**config.mk**
```make
export PLATFORM = sky130hd
export DESIGN_NAME = prio_irq_ctrl
export DESIGN_NICKNAME = d
export VERILOG_FILES = /design/src/rtl/irq_pkg.sv /design/src/rtl/irq_cfg_dec.sv /design/src/rtl/irq_prio_res.sv /design/src/rtl/prio_irq_ctrl.sv
export SDC_FILE = /design/constraint.sdc
export NUM_CORES = 1
export LEC_CHECK = 0
export ABC_AREA = 1
export BUFFER_PORTS_ARGS = -buffer_cell sky130_fd_sc_hd__buf_2
export CORE_MARGIN = 1
export CORE_UTILIZATION = 30
export DETAILED_ROUTE_END_ITERATION = 16
export SYNTH_ARGS = -nofsm -noshare
export SYNTH_HDL_FRONTEND = slang
export SYNTH_SLANG_ARGS = --single-unit
```
**constraint.sdc**
```tcl
create_clock -name clk -period 4.1 [get_ports clk]
set_clock_uncertainty 0.05 [all_clocks]
set_input_delay 0.82 -clock clk [delete_from_list [all_inputs] [get_ports clk]]
set_output_delay 0.82 -clock clk [all_outputs]
set_load 0.01 [all_outputs]
```
**src/rtl/irq_pkg.sv**
```systemverilog
package irq_pkg;
    localparam int NIN = 8;
    localparam int LW  = $clog2(NIN);
    localparam int DW  = 8;

    typedef logic [NIN-1:0] vec_t;
    typedef logic [LW-1:0]  lvl_t;

    typedef enum logic [1:0] {
        ST_READY,
        ST_BASE,
        ST_CASC,
        ST_MODE
    } init_st_e;

    typedef enum logic [2:0] {
        EC_ROT_AEOI_OFF = 3'b000,
        EC_NS_EOI       = 3'b001,
        EC_NOP          = 3'b010,
        EC_SP_EOI       = 3'b011,
        EC_ROT_AEOI_ON  = 3'b100,
        EC_ROT_NS_EOI   = 3'b101,
        EC_SET_PRIO     = 3'b110,
        EC_ROT_SP_EOI   = 3'b111
    } eoi_cmd_e;

    typedef struct packed {
        logic     valid;
        eoi_cmd_e cmd;
        lvl_t     lvl;
    } eoi_req_t;

    typedef struct packed {
        logic [DW-1:LW] base;
        logic           level_all;
        logic           aeoi;
        logic           rd_isr;
        logic           smm;
        logic           rot_aeoi;
    } cfg_t;

    // Input number holding a given rank (rank 0 = highest) after lowest level lowp
    function automatic lvl_t rank_to_in(lvl_t lowp, lvl_t rank);
        return lowp + lvl_t'(1) + rank;
    endfunction
endpackage

```
**src/rtl/irq_cfg_dec.sv**
```systemverilog
module irq_cfg_dec
    import irq_pkg::*;
(
    input  logic          clk,
    input  logic          rst,
    input  logic          wr_en,
    input  logic          rd_en,
    input  logic          addr0,
    input  logic [DW-1:0] wdata,
    output cfg_t          cfg,
    output vec_t          mask,
    output eoi_req_t      eoi,
    output logic          init_clr,
    output logic          poll_armed
);
    init_st_e state;
    cfg_t     cfg_q;
    vec_t     mask_q;
    logic     need_mode, single_q, poll_q;

    wire is_init = wr_en && !addr0 && wdata[4];
    wire is_ocw  = wr_en && !addr0 && !wdata[4] && (state == ST_READY);

    always_ff @(posedge clk) begin
        if (rst) begin
            state     <= ST_READY;
            cfg_q     <= '0;
            mask_q    <= '0;
            need_mode <= 1'b0;
            single_q  <= 1'b0;
            poll_q    <= 1'b0;
        end else begin
            if (rd_en && !addr0)
                poll_q <= 1'b0;
            if (is_init) begin
                state          <= ST_BASE;
                need_mode      <= wdata[0];
                single_q       <= wdata[1];
                cfg_q.level_all <= wdata[3];
                cfg_q.aeoi     <= 1'b0;
                cfg_q.rd_isr   <= 1'b0;
                cfg_q.smm      <= 1'b0;
                cfg_q.rot_aeoi <= 1'b0;
                mask_q         <= '0;
                poll_q         <= 1'b0;
            end else if (wr_en && addr0) begin
                unique case (state)
                    ST_BASE: begin
                        cfg_q.base <= wdata[DW-1:LW];
                        if (!single_q)      state <= ST_CASC;
                        else if (need_mode) state <= ST_MODE;
                        else                state <= ST_READY;
                    end
                    ST_CASC: state <= need_mode ? ST_MODE : ST_READY;
                    ST_MODE: begin
                        cfg_q.aeoi <= wdata[1];
                        state      <= ST_READY;
                    end
                    default: mask_q <= wdata;
                endcase
            end else if (is_ocw) begin
                if (wdata[3]) begin
                    if (wdata[1]) cfg_q.rd_isr <= wdata[0];
                    if (wdata[2]) poll_q       <= 1'b1;
                    if (wdata[6]) cfg_q.smm    <= wdata[5];
                end else if (wdata[7:5] == EC_ROT_AEOI_ON) begin
                    cfg_q.rot_aeoi <= 1'b1;
                end else if (wdata[7:5] == EC_ROT_AEOI_OFF) begin
                    cfg_q.rot_aeoi <= 1'b0;
                end
            end
        end
    end

    always_comb begin
        eoi.valid = is_ocw && !wdata[3];
        eoi.cmd   = eoi_cmd_e'(wdata[7:5]);
        eoi.lvl   = wdata[LW-1:0];
    end

    assign cfg        = cfg_q;
    assign mask       = mask_q;
    assign init_clr   = is_init;
    assign poll_armed = poll_q;

    p_init_start_r2: assert property (@(posedge clk) disable iff (rst)
        is_init |=> (state == ST_BASE));
    p_mask_load_r3: assert property (@(posedge clk) disable iff (rst)
        (wr_en && addr0 && state == ST_READY) |=> (mask == $past(wdata)));
    p_smm_load_r11: assert property (@(posedge clk) disable iff (rst)
        (is_ocw && wdata[3] && wdata[6]) |=> (cfg.smm == $past(wdata[5])));
endmodule

```
**src/rtl/irq_prio_res.sv**
```systemverilog
module irq_prio_res
    import irq_pkg::*;
(
    input  vec_t req,
    input  vec_t mask,
    input  vec_t isr,
    input  lvl_t lowp,
    input  logic smm,
    output logic pend,
    output lvl_t win,
    output logic top_hit,
    output lvl_t top_lvl
);
    lvl_t idx [NIN];
    vec_t elig, blk;
    logic req_hit, blk_hit;
    lvl_t req_rank, blk_rank;

    for (genvar k = 0; k < NIN; k++) begin : g_rank
        assign idx[k] = rank_to_in(lowp, lvl_t'(k));
    end

    assign elig = req & ~mask;
    assign blk  = smm ? (isr & ~mask) : isr;

    always_comb begin
        req_hit  = 1'b0; req_rank = '0; win     = '0;
        blk_hit  = 1'b0; blk_rank = '0;
        top_hit  = 1'b0; top_lvl  = '0;
        for (int k = NIN - 1; k >= 0; k--) begin
            if (elig[idx[k]]) begin
                req_hit  = 1'b1;
                req_rank = lvl_t'(k);
                win      = idx[k];
            end
            if (blk[idx[k]]) begin
                blk_hit  = 1'b1;
                blk_rank = lvl_t'(k);
            end
            if (isr[idx[k]]) begin
                top_hit = 1'b1;
                top_lvl = idx[k];
            end
        end
        pend = req_hit && (!blk_hit || (req_rank < blk_rank));
    end
endmodule

```
**src/rtl/prio_irq_ctrl.sv**
```systemverilog
module prio_irq_ctrl
    import irq_pkg::*;
(
    input  logic       clk,
    input  logic       rst,
    input  logic       wr_en,
    input  logic       rd_en,
    input  logic       addr0,
    input  logic [7:0] wdata,
    output logic [7:0] rdata,
    input  logic [7:0] irq_in,
    output logic       int_out,
    input  logic       ack,
    output logic [7:0] vec_out,
    input  logic       trig_we,
    input  logic [7:0] trig_wdata,
    output logic [7:0] trig_q
);
    cfg_t     cfg;
    vec_t     mask, req_q, isr_q, pin_q, trig_r, req_n, isr_n, lvl_mode;
    eoi_req_t eoi;
    logic     init_clr, poll_armed, pend, top_hit, take;
    lvl_t     win, top_lvl, lowp_q, lowp_n;

    irq_cfg_dec u_dec (
        .clk(clk), .rst(rst), .wr_en(wr_en), .rd_en(rd_en), .addr0(addr0),
        .wdata(wdata), .cfg(cfg), .mask(mask), .eoi(eoi),
        .init_clr(init_clr), .poll_armed(poll_armed)
    );

    irq_prio_res u_res (
        .req(req_q), .mask(mask), .isr(isr_q), .lowp(lowp_q), .smm(cfg.smm),
        .pend(pend), .win(win), .top_hit(top_hit), .top_lvl(top_lvl)
    );

    assign lvl_mode = {NIN{cfg.level_all}} | trig_r;
    assign take     = ack || (rd_en && !addr0 && poll_armed);

    always_comb begin
        req_n  = req_q;
        isr_n  = isr_q;
        lowp_n = lowp_q;
        if (take && pend) begin
            if (!cfg.aeoi)         isr_n[win] = 1'b1;
            else if (cfg.rot_aeoi) lowp_n     = win;
            if (!lvl_mode[win])    req_n[win] = 1'b0;
        end
        if (eoi.valid) begin
            unique case (eoi.cmd)
                EC_NS_EOI:     if (top_hit) isr_n[top_lvl] = 1'b0;
                EC_ROT_NS_EOI: if (top_hit) begin
                                   isr_n[top_lvl] = 1'b0;
                                   lowp_n         = top_lvl;
                               end
                EC_SP_EOI:     isr_n[eoi.lvl] = 1'b0;
                EC_ROT_SP_EOI: begin
                                   isr_n[eoi.lvl] = 1'b0;
                                   lowp_n         = eoi.lvl;
                               end
                EC_SET_PRIO:   lowp_n = eoi.lvl;
                default: ;
            endcase
        end
        for (int i = 0; i < NIN; i++) begin
            if (lvl_mode[i])                  req_n[i] = irq_in[i];
            else if (irq_in[i] && !pin_q[i])  req_n[i] = 1'b1;
        end
        if (init_clr) begin
            req_n  = '0;
            isr_n  = '0;
            lowp_n = lvl_t'(NIN - 1);
        end
    end

    always_ff @(posedge clk) begin
        if (rst) begin
            req_q  <= '0;
            isr_q  <= '0;
            pin_q  <= '0;
            trig_r <= '0;
            lowp_q <= lvl_t'(NIN - 1);
        end else begin
            req_q  <= req_n;
            isr_q  <= isr_n;
            pin_q  <= irq_in;
            lowp_q <= lowp_n;
            if (trig_we) trig_r <= trig_wdata;
        end
    end

    always_comb begin
        if (addr0)           rdata = mask;
        else if (poll_armed) rdata = {pend, {(DW-LW-1){1'b0}}, pend ? win : lvl_t'(0)};
        else if (cfg.rd_isr) rdata = isr_q;
        else                 rdata = req_q;
    end

    assign int_out = pend;
    assign vec_out = {cfg.base, pend ? win : lvl_t'(NIN - 1)};
    assign trig_q  = trig_r;

    p_reset_idle_r1: assert property (@(posedge clk)
        $past(rst) |-> (!int_out && vec_out[LW-1:0] == lvl_t'(NIN - 1)));
    p_int_needs_req_r5: assert property (@(posedge clk) disable iff (rst)
        int_out |-> (|(req_q & ~mask)));
    p_ack_sets_isr_r6: assert property (@(posedge clk) disable iff (rst)
        (ack && pend && !cfg.aeoi && !eoi.valid && !init_clr) |=> isr_q[$past(win)]);
    p_spurious_r6: assert property (@(posedge clk) disable iff (rst)
        (ack && !pend && !eoi.valid && !init_clr) |=> (isr_q == $past(isr_q)));
    p_aeoi_keep_r7: assert property (@(posedge clk) disable iff (rst)
        (ack && cfg.aeoi && !eoi.valid && !init_clr) |=> (isr_q == $past(isr_q)));
    p_ns_eoi_r8: assert property (@(posedge clk) disable iff (rst)
        (eoi.valid && eoi.cmd == EC_NS_EOI && top_hit && !take) |=> !isr_q[$past(top_lvl)]);
    p_poll_once_r12: assert property (@(posedge clk) disable iff (rst)
        (rd_en && !addr0 && !wr_en) |=> !poll_armed);
endmodule

```
==> metrics, run 1 <==
final worst path period need=4258 ps; worst-path fanout max=6; crit path to=rdata[2]; CP Class=register to primary output; Synth async-reset ratio=0%; io pins=56; setup slack after layout=-157.8 ps; commonest non-fill, non-tap cell in the layout=nand2_1; WL final=16930 um; # rows=47; Setup crit start=lowp_q[0]$_SDFF_PP1_; Cells after Synth=889; Worst setup EP type=primary output; total gr overflow=0; CTS buffer count=9; main area contributors after synthesis=dfxtp_1 (23%), nand2_1 (20%), nand3_1 (12%); Avg Vias per Cell=5.019; GRT Util Overall=19.14%; violated checks=setup timing; Syn Nets=929; cell taking the most area after synthesis=dfxtp_1; drt drc=0; core area=16580 sq um; initial antenna violation count=0; port bufs=55; DR pass1 iterations=5; Top FF cell, synth=dfxtp_1; area grow syn2layout=20.21%; Ant. Diodes=0; Iter 0 DRT Violations=581; register area share after synthesis=22.76%; most frequent cells in the layout=nand2_1 (261), nand3_1 (115), nor2_1 (80), inv_1 (78), a21oi_1 (63); Avg Cell Area, Syn=5.738 sq um; critical path startpoint category=register; Peak Freq=234.9 MHz; Worst Reg-to-Reg Cells=26; Cell Area, Synth=5101 sq um; die height=132.4 um; status=finished, violations left; vias=5902; distinct cell type count after synthesis=40; fillcell total=1851; Finished Layout Cells=1176; synth warn=0; clk sinks=58; final setup fails=7; post-DP HPWL=13140 um; Final Hold Viols=0; Post-synth EDFFs=0; die area=17530 sq um; FF-to-FF Start=lowp_q[0]$_SDFF_PP1_; Reg2Reg Setup Slack=730 ps; #FFs+latches synth=58; CP arrival=3390 ps; H-tree levels=3; DP Cell Count=1146; number of global-route vias before repair=5251; Hold Path Class=register to register; max-slew violations=0; final instance area=6132 sq um; RSZ-0062 raised after global routing=yes; Slew HR=64.94%; Root Buffer=clkbuf_16; top-area cell type share of the netlist area=22.76%; Max Cap Viol=0; Worst-path clk slew=50 ps; CTS tree=built; GP Congestion=0.9475; CP required=3230 ps; Critical R2R Capture=req_q[3]$_SDFFE_PP0P_; Tcrit/Tclk final=103.8%; Die X=132.4 um; Final nets=992; dpl cell area=5602 sq um; layout cell share with drive strength beyond 1=18.83%; Clock Path Buffers=2; antenna-violating nets left=0; Initial Util=30.76%; largest net degree at the start of global routing=30; Slew @ Worst Pin=525.2 ps; post-DR wirelength/cell=14.39 um; global-route wire length before repair=26910 um; worst-skew pair later-pin latency=340 ps
[cell families (layout without fill, tap and decap cells)]
family          count (synthesis)  after routing  share of synthesized area, %
flops                          58             58                         22.76
buf+inv                       125            192                         11.16
mux                             2              2                        0.3925
simple gates                  527            527                         45.52
fa+ha+maj                       9              9                         2.208
compound gates                168            168                         17.95
[metrics by stage]
stage          TNS [ps]  util (%)  hold slack [ps]  setup WS [ps]
2_1_floorplan         0         -            389.1          12.49
3_3_place_gp          0     33.78            403.2          116.3
3_5_place_dp          0     33.78            404.4          76.82
4_1_cts               0     36.11            416.3          10.65
5_1_grt           -2381     36.98            433.4         -383.3
6_report         -581.3     36.98            416.4         -157.8
[worst max-delay path, stage by stage (launching register included)]
cell	delay, ps
dfxtp_2	350
inv_2	60
ha_4	270
inv_6	90
nand2_2	70
nand2_4	100
nand3_2	90
nand2_1	70
nor2_1	40
a31oi_1	190
nand2_1	130
nor3_2	210
o21ai_1	100
ha_1	330
nand2_1	70
inv_1	40
nand2_1	50
nand2_1	50
nand2_2	80
nand2_2	80
nor2_4	160
nand2_1	90
a31oi_2	170
buf_2	160
[sequential cells by signal (all words and copies together) (netlist names)]
name,count
u_dec.state,2
lowp_q,3
u_dec.mask,8
u_dec.poll_armed,1
req_q,8
u_dec.need_mode,1
u_dec.single_q,1
isr_q,8
trig_q,8
u_dec.cfg,10
pin_q,8
[cells in the mapped netlist, types with 2 or more instances]
| cell | instances |
|---|---|
| nand2_1 | 274 |
| nand3_1 | 118 |
| nor2_1 | 83 |
| inv_1 | 78 |
| a21oi_1 | 64 |
| o21ai_0 | 59 |
| dfxtp_1 | 58 |
| nand2_2 | 18 |
| clkbuf_1 | 16 |
| o21ai_1 | 12 |
| nor3_1 | 10 |
| a31oi_1 | 9 |
| buf_4 | 9 |
| ha_1 | 9 |
| inv_2 | 9 |
| buf_6 | 8 |
| nand2_4 | 7 |
| o211ai_1 | 4 |
| o21a_1 | 4 |
| a21boi_0 | 3 |
| a21oi_2 | 3 |
| buf_2 | 3 |
| nand3_2 | 3 |
| o21bai_1 | 3 |
| a211oi_1 | 2 |
| and2_1 | 2 |
| mux2i_1 | 2 |
| nand3_4 | 2 |
| nand3b_1 | 2 |
| nor2_2 | 2 |
| nor4_1 | 2 |
| o221ai_1 | 2 |
| o22ai_1 | 2 |
[worst min path at each step]
stage                                              to  cells after the start                        start  slack (ps)
after floorplan           u_dec.single_q$_SDFFE_PP0P_                      2  u_dec.single_q$_SDFFE_PP0P_         390
after global placement      u_dec.cfg[7]$_SDFFE_PP0P_                      2    u_dec.cfg[7]$_SDFFE_PP0P_         400
after detailed placement    u_dec.cfg[9]$_SDFFE_PP0P_                      2    u_dec.cfg[9]$_SDFFE_PP0P_         400
after CTS                 u_dec.single_q$_SDFFE_PP0P_                      2  u_dec.single_q$_SDFFE_PP0P_         420
after global routing        u_dec.cfg[7]$_SDFFE_PP0P_                      2    u_dec.cfg[7]$_SDFFE_PP0P_         430
final                       u_dec.cfg[6]$_SDFFE_PP0P_                      2    u_dec.cfg[6]$_SDFFE_PP0P_         420
[layer usage]
metal / global-route usage, % / part of all wire [%]
met3: 2.730 / 5.8
met1: 26.47 / 47
met2: 30.38 / 46
met5: 0 / 0
met4: 6.322 / 2.0
[layout make-up]
cell class	count	area [sq um]	area share [%]
Clock buffer	13	260.3	4.244
Clock inverter	2	12.51	0.2040
Tap cell	220	275.3	4.489
Multi-Input combinational cell	706	3527	57.52
Sequential cell	58	1164	18.98
Timing Repair Buffer	88	554.3	9.039
Inverter	89	339.1	5.529
[repair_timing]
action	in CTS	in global routing
endpoints found under the hold margin	0	0
buffers inserted	6	9
hold buffers	0	0
pin swaps	12	13
gates resized for setup	21	16
setup endpoints to repair	8	8
Power of run 1 is left out: the tool's default activity adds up to more than one toggle a clock period on the data nets, which glitch-free logic cannot reach.
==> inputs of run 2 (changes only) <==
--- a/config.mk
+++ b/config.mk
@@ -7,9 +7,12 @@
 export LEC_CHECK = 0
 export ABC_AREA = 1
 export BUFFER_PORTS_ARGS = -buffer_cell sky130_fd_sc_hd__buf_2
+export CELL_PAD_IN_SITES_DETAIL_PLACEMENT = 1
+export CELL_PAD_IN_SITES_GLOBAL_PLACEMENT = 1
 export CORE_MARGIN = 1
 export CORE_UTILIZATION = 30
 export DETAILED_ROUTE_END_ITERATION = 16
+export PLACE_DENSITY = 0.69
 export SYNTH_ARGS = -nofsm -noshare
 export SYNTH_HDL_FRONTEND = slang
 export SYNTH_SLANG_ARGS = --single-unit
==> run 2 against run 1 <==
  * The flow still finishes with violations (setup timing)
  * Global-route usage up 3.9 points
  * Die area unchanged
  * Non-clock buffer count up 13
  * Wire length up 18%
  * Worst setup slack better by 2.2 ps
  * Register-to-register slack worse by 310 ps
  * Utilization up 1.9 points
  * Maximum frequency about the same
  * Sequential cell count unchanged
  * Critical endpoint is now rdata[0]
  * Sequential share of layout area down 0.87 points
  * Cell area up 5.0%
==> metrics, run 2 (same netlist as run 1, synthesis figures left out) <==
Iter 0 DRT Violations=440 (-24%); drt drc=0 (unchanged); die height=132.4 um (unchanged); Worst setup EP type=primary output; io pins=56 (unchanged); DR pass1 iterations=4 (-1); status=finished, violations left; initial antenna violation count=0 (unchanged); Die X=132.4 um (unchanged); hold path cells=2 (unchanged); Worst-path clk slew=60 ps (about the same); Hold Path Class=register to register; Hold EP=u_dec.cfg[9]$_SDFFE_PP0P_; vias=6042 (+2.4%); FF-to-FF Start=lowp_q[0]$_SDFF_PP1_; post-DR wirelength/cell=16.77 um (+17%); critical path startpoint category=register; die area=17530 sq um (unchanged); CTS tree=built; worst-path fanout max=7 (+1); fillcell total=2253 (+22%); register area=1166 sq um (+0.21%); most frequent cells in the layout=nand2_1 (250), nand3_1 (112), nor2_1 (79), inv_1 (75), a21oi_1 (63); crit-path most repeated cell=nand2_1; antenna-violating nets left=0 (unchanged); worst-skew pair later-pin latency=340 ps (about the same); commonest non-fill, non-tap cell in the layout=nand2_1; CP required=3230 ps (about the same); Crit-path slowest cell=ha_4; Root Buffer=clkbuf_16; multi-input logic area=3669 sq um (+4.0%); Peak Freq=235.0 MHz (about the same); slowest stage delay, CP=360 ps (about the same); total gr overflow=0 (unchanged); area grow syn2layout=26.27%; clk sinks=58 (unchanged); Hold Path Origin=u_dec.cfg[9]$_SDFFE_PP0P_; violated checks=setup timing; core area=16580 sq um (unchanged); max reg flops=10 (unchanged); largest net degree at the start of global routing=30 (unchanged); Slew HR=66.51% (+1.6 points); post-DP HPWL=14950 um (+14%); layout cell share with drive strength beyond 1=22.16% (+3.3 points); CP arrival=3390 ps (about the same); Tcrit/Tclk final=103.8% (about the same); # rows=47 (unchanged); Slew @ Worst Pin=501.8 ps (-23.41 ps); Post-CTS Hold Buffers=0 (unchanged); final setup fails=7 (unchanged); RSZ-0062 raised after global routing=yes; Clock Path Buffers=2 (unchanged); CP Class=register to primary output; Final Hold Viols=0 (unchanged); Max Cap Viol=0 (unchanged); setup slack after layout=-155.6 ps (+2.237 ps); global-route wire length before repair=32400 um (+20%); Initial Util=30.76% (unchanged); Worst Reg-to-Reg Cells=26 (unchanged); GRT Util Overall=23.07% (+3.9 points); max-slew violations=0 (unchanged); Critical R2R Capture=req_q[7]$_SDFFE_PP0P_; Fin Hold WS=417.7 ps (+1.317 ps); final worst path period need=4256 ps (-2.237 ps); fin util=38.84% (+1.9 points); number of global-route vias before repair=6150 (+17%); Reg2Reg Setup Slack=420 ps (-310 ps); WL final=19960 um (+18%); H-tree levels=3 (unchanged); dpl cell area=5617 sq um (+0.27%); Ant. Diodes=0 (unchanged); CP Cell Sequence=inv_2, ha_4, inv_6, nand2_4, nand2_8, buf_4, nand2_1, nand2_1, nand2_1, nand2_2, o21bai_1, a21oi_1, ha_1, nand2_1, inv_1, nand2_1, nand2_1, nand2_2, nand2_4, nor2_4, nand2_2, o221ai_2, buf_2; Avg Vias per Cell=5.077 (+1.2%); Final nets=1005 (+1.3%); CTS buffer count=9 (unchanged); GP Congestion=0.9172 (-3.2%); port bufs=55 (unchanged); final instance area=6441 sq um (+5.0%)
==> run 2: cell count changes in the layout (fill, tap and decap cells not counted), moves of 6 or more <==
cell,delta
buf_4,+11
buf_6,+6
nand2_1,-11
nand2_2,+7
==> run 2: layout make-up <==
| cell class | count | area share (%) |
|---|---|---|
| timing repair buffer | 101 | 10.39 |
| multi-input combinational | 706 | 56.95 |
| sequential | 58 | 18.10 |
| inverter | 89 | 5.303 |
| tap | 220 | 4.274 |
| clock buffer | 12 | 3.827 |
| clock inverter | 4 | 1.146 |
==> run 2: critical path, delay by kind of cell, from the launching register on <==
family | cells | cell delay (ps)
and+or+nand+nor | 13 | 1090
buffers and inverters | 5 | 480
adders and majority gates | 2 | 650
AOI/OAI and AO/OA | 3 | 450
DFF | 1 | 350
==> run 2: worst max path at each step <==
stage | startpoint | end | cells past startpoint
2_1_floorplan | lowp_q[0]$_SDFF_PP1_ | rdata[0] | 27
3_3_place_gp | lowp_q[0]$_SDFF_PP1_ | rdata[0] | 22
3_5_place_dp | lowp_q[1]$_SDFF_PP1_ | rdata[0] | 20
4_1_cts | lowp_q[0]$_SDFF_PP1_ | rdata[2] | 22
5_1_grt | lowp_q[0]$_SDFF_PP1_ | rdata[0] | 22
6_report | lowp_q[0]$_SDFF_PP1_ | rdata[0] | 23
==> run 2: metrics by stage <==
stage / instances / worst slack, ps / setup TNS (ps)
2_1_floorplan: 889 / 12.49 / 0
3_3_place_gp: 1148 / 52.98 / 0
3_5_place_dp: 1148 / -63.28 / -95.08
4_1_cts: 1185 / -64.22 / -195.8
5_1_grt: 1190 / -368.4 / -2334
6_report: 1190 / -155.6 / -703.7
==> run 2: timing repair <==
item,in CTS,in global routing
endpoints found under the setup margin,8,8
cloned,0,0
buffers inserted,21,5
pin swaps,28,2
gates resized for setup,59,20
==> run 2: layer usage <==
layer  part of all wire, %  track usage [%]
met1                    47            30.11
met4                   1.3            6.577
met3                   2.2            2.268
met2                    49            40.12
met5                     0                0
Power of run 2 is left out for the same reason.
==> inputs of run 3 (changes only) <==
--- a/config.mk
+++ b/config.mk
@@ -9,6 +9,7 @@
 export BUFFER_PORTS_ARGS = -buffer_cell sky130_fd_sc_hd__buf_2
 export CELL_PAD_IN_SITES_DETAIL_PLACEMENT = 1
 export CELL_PAD_IN_SITES_GLOBAL_PLACEMENT = 1
+export CORE_ASPECT_RATIO = 1.2
 export CORE_MARGIN = 1
 export CORE_UTILIZATION = 30
 export DETAILED_ROUTE_END_ITERATION = 16
==> run 3 against run 2 <==
  * The run still ends with setup timing left
  * Critical path type unchanged
  * Cell count grew 0.50%
  * Cell area increased by 0.47%
  * Non-clock buffer count is 15 higher
  * Worst hold slack worse by 3.3 ps
==> metrics, run 3 (same netlist as run 1, synthesis figures left out) <==
drt drc=0 (unchanged); port bufs=55 (unchanged); CP arrival=3570 ps (+180 ps); Ant. Diodes=0 (unchanged); global-route wire length before repair=31620 um (-2.4%); # rows=51 (+8.5%); layout cell share with drive strength beyond 1=22.56% (+0.40 points); Tcrit/Tclk final=108.3% (+4.5 points); commonest non-fill, non-tap cell in the layout=nand2_1; final setup fails=8 (+1); post-DP HPWL=15440 um (+3.3%); final worst path period need=4441 ps (+185.4 ps); slowest stage delay, CP=370 ps (about the same); post-DR wirelength/cell=16.63 um (-0.82%); Avg Vias per Cell=5.200 (+2.4%); fin util=39.46% (+0.62 points); Reg2Reg Setup Slack=320 ps (-100 ps); setup TNS after final layout=-1874 ps (-1170 ps); Iter 0 DRT Violations=262 (-40%); crit path to=rdata[1]; status=finished, violations left; fillcell total=2207 (-2.0%); critical path startpoint category=register; Final nets=1020 (+1.5%); CTS tree=built; clk sinks=58 (unchanged); final instance area=6471 sq um (+0.47%); Worst setup EP type=primary output; total gr overflow=0 (unchanged); max reg flops=10 (unchanged); Final Hold Viols=0 (unchanged); Setup crit start=lowp_q[0]$_SDFF_PP1_; Crit-path slowest cell=dfxtp_4; largest net degree at the start of global routing=19 (-37%); CP Cell Sequence=inv_4, ha_4, inv_8, nand2_8, nand2_8, buf_4, buf_6, nand2_1, nand2_1, nand2_2, o21ai_4, nor3_2, o21ai_1, ha_1, nand2_1, inv_1, nand2_1, nand2_1, nand2_2, nand2_4, nor2_4, nand2_1, a31oi_2, buf_2; antenna-violating nets left=0 (unchanged); max-slew violations=0 (unchanged); CP Class=register to primary output; DR pass1 iterations=5 (+1); Critical R2R Capture=isr_q[2]$_SDFF_PP0_; Worst-path clk slew=50 ps (about the same); Worst Reg-to-Reg Cells=26 (unchanged); violated checks=setup timing; Hold Path Class=register to register; FF-to-FF Start=lowp_q[0]$_SDFF_PP1_; die area=17530 sq um (about the same); number of global-route vias before repair=6208 (+0.94%); GP Congestion=0.8679 (-5.4%); Clock Path Buffers=2 (unchanged); Die X=121.0 um (-8.6%); initial antenna violation count=0 (unchanged); CTS buffer count=9 (unchanged); vias=6219 (+2.9%); CP required=3230 ps (about the same); hold path cells=2 (unchanged); crit-path most repeated cell=nand2_1; Post-CTS Hold Buffers=0 (unchanged); Slew HR=64.70% (-1.8 points); GRT Util Overall=23.10% (+0.029 points); die height=144.8 um (+9.4%); worst-path fanout max=8 (+1); setup slack after layout=-340.9 ps (-185.4 ps); worst-skew pair later-pin latency=330 ps (about the same); io pins=56 (unchanged); Peak Freq=225.2 MHz (-4.2%); Root Buffer=clkbuf_16; dpl cell area=5637 sq um (+0.36%); RSZ-0062 raised after global routing=yes; Slew @ Worst Pin=528.9 ps (+27.10 ps); Max Cap Viol=0 (unchanged); H-tree levels=3 (unchanged); WL final=19900 um (-0.32%); core area=16400 sq um (-1.1%); Initial Util=31.11% (+0.34 points); area grow syn2layout=26.86%; most frequent cells in the layout=nand2_1 (255), nand3_1 (109), nor2_1 (81), inv_1 (77), a21oi_1 (64)
-- run 3: metrics by stage --
| step | cells | worst slack, ps | hold WS (ps) |
|---|---|---|---|
| after floorplan | 889 | 12.49 | 389.1 |
| after global placement | 1144 | 77.63 | 401.4 |
| after detailed placement | 1144 | -39.19 | 401.9 |
| after CTS | 1184 | -121.9 | 417.5 |
| after global routing | 1196 | -581.7 | 440.8 |
| final | 1196 | -340.9 | 414.4 |
-- run 3: routing by layer --
layer	wire length (um)	share of wire (%)	GRT usage, %
met3	476	2.4	2.429
met2	10400	52	43.34
met4	507	2.5	7.732
met5	0	0	0
met1	8508	43	27.13
-- run 3: how the worst min path moves through the flow --
stage,from,to,slack [ps]
floorplan,u_dec.single_q$_SDFFE_PP0P_,u_dec.single_q$_SDFFE_PP0P_,390
global placement,u_dec.cfg[8]$_SDFFE_PP0P_,u_dec.cfg[8]$_SDFFE_PP0P_,400
detailed placement,u_dec.cfg[6]$_SDFFE_PP0P_,u_dec.cfg[6]$_SDFFE_PP0P_,400
CTS,u_dec.cfg[6]$_SDFFE_PP0P_,u_dec.cfg[6]$_SDFFE_PP0P_,420
global route,u_dec.cfg[9]$_SDFFE_PP0P_,u_dec.cfg[9]$_SDFFE_PP0P_,440
finish,u_dec.cfg[9]$_SDFFE_PP0P_,u_dec.cfg[9]$_SDFFE_PP0P_,410
-- run 3: area by class of cell --
| cell class | count | area [sq um] | share of cell area [%] |
|---|---|---|---|
| clock buffer | 13 | 260.3 | 4.022 |
| clock inverter | 2 | 12.51 | 0.1933 |
| inverter | 89 | 346.6 | 5.356 |
| multi-input combinational | 706 | 3645 | 56.32 |
| sequential | 58 | 1166 | 18.02 |
| tap | 212 | 265.3 | 4.099 |
| timing repair buffer | 116 | 775.7 | 11.99 |
-- run 3: worst max-delay path, delay by kind of cell (launching register included) --
kind | cells | cell delay (ps)
AND/OR/NAND/NOR | 13 | 1230
AO/OA/AOI/OAI | 3 | 380
flip-flops | 1 | 370
adder cells (fa/ha/maj) | 2 | 680
buffers and inverters | 6 | 590
-- run 3: timing repair --
| item | CTS | global route |
|---|---|---|
| endpoints found under the setup margin | 8 | 8 |
| resized for setup | 54 | 16 |
| hold endpoints to repair | 0 | 0 |
| setup buffers | 26 | 12 |
| pin swaps | 22 | 19 |
Power of run 3 is left out for the same reason.
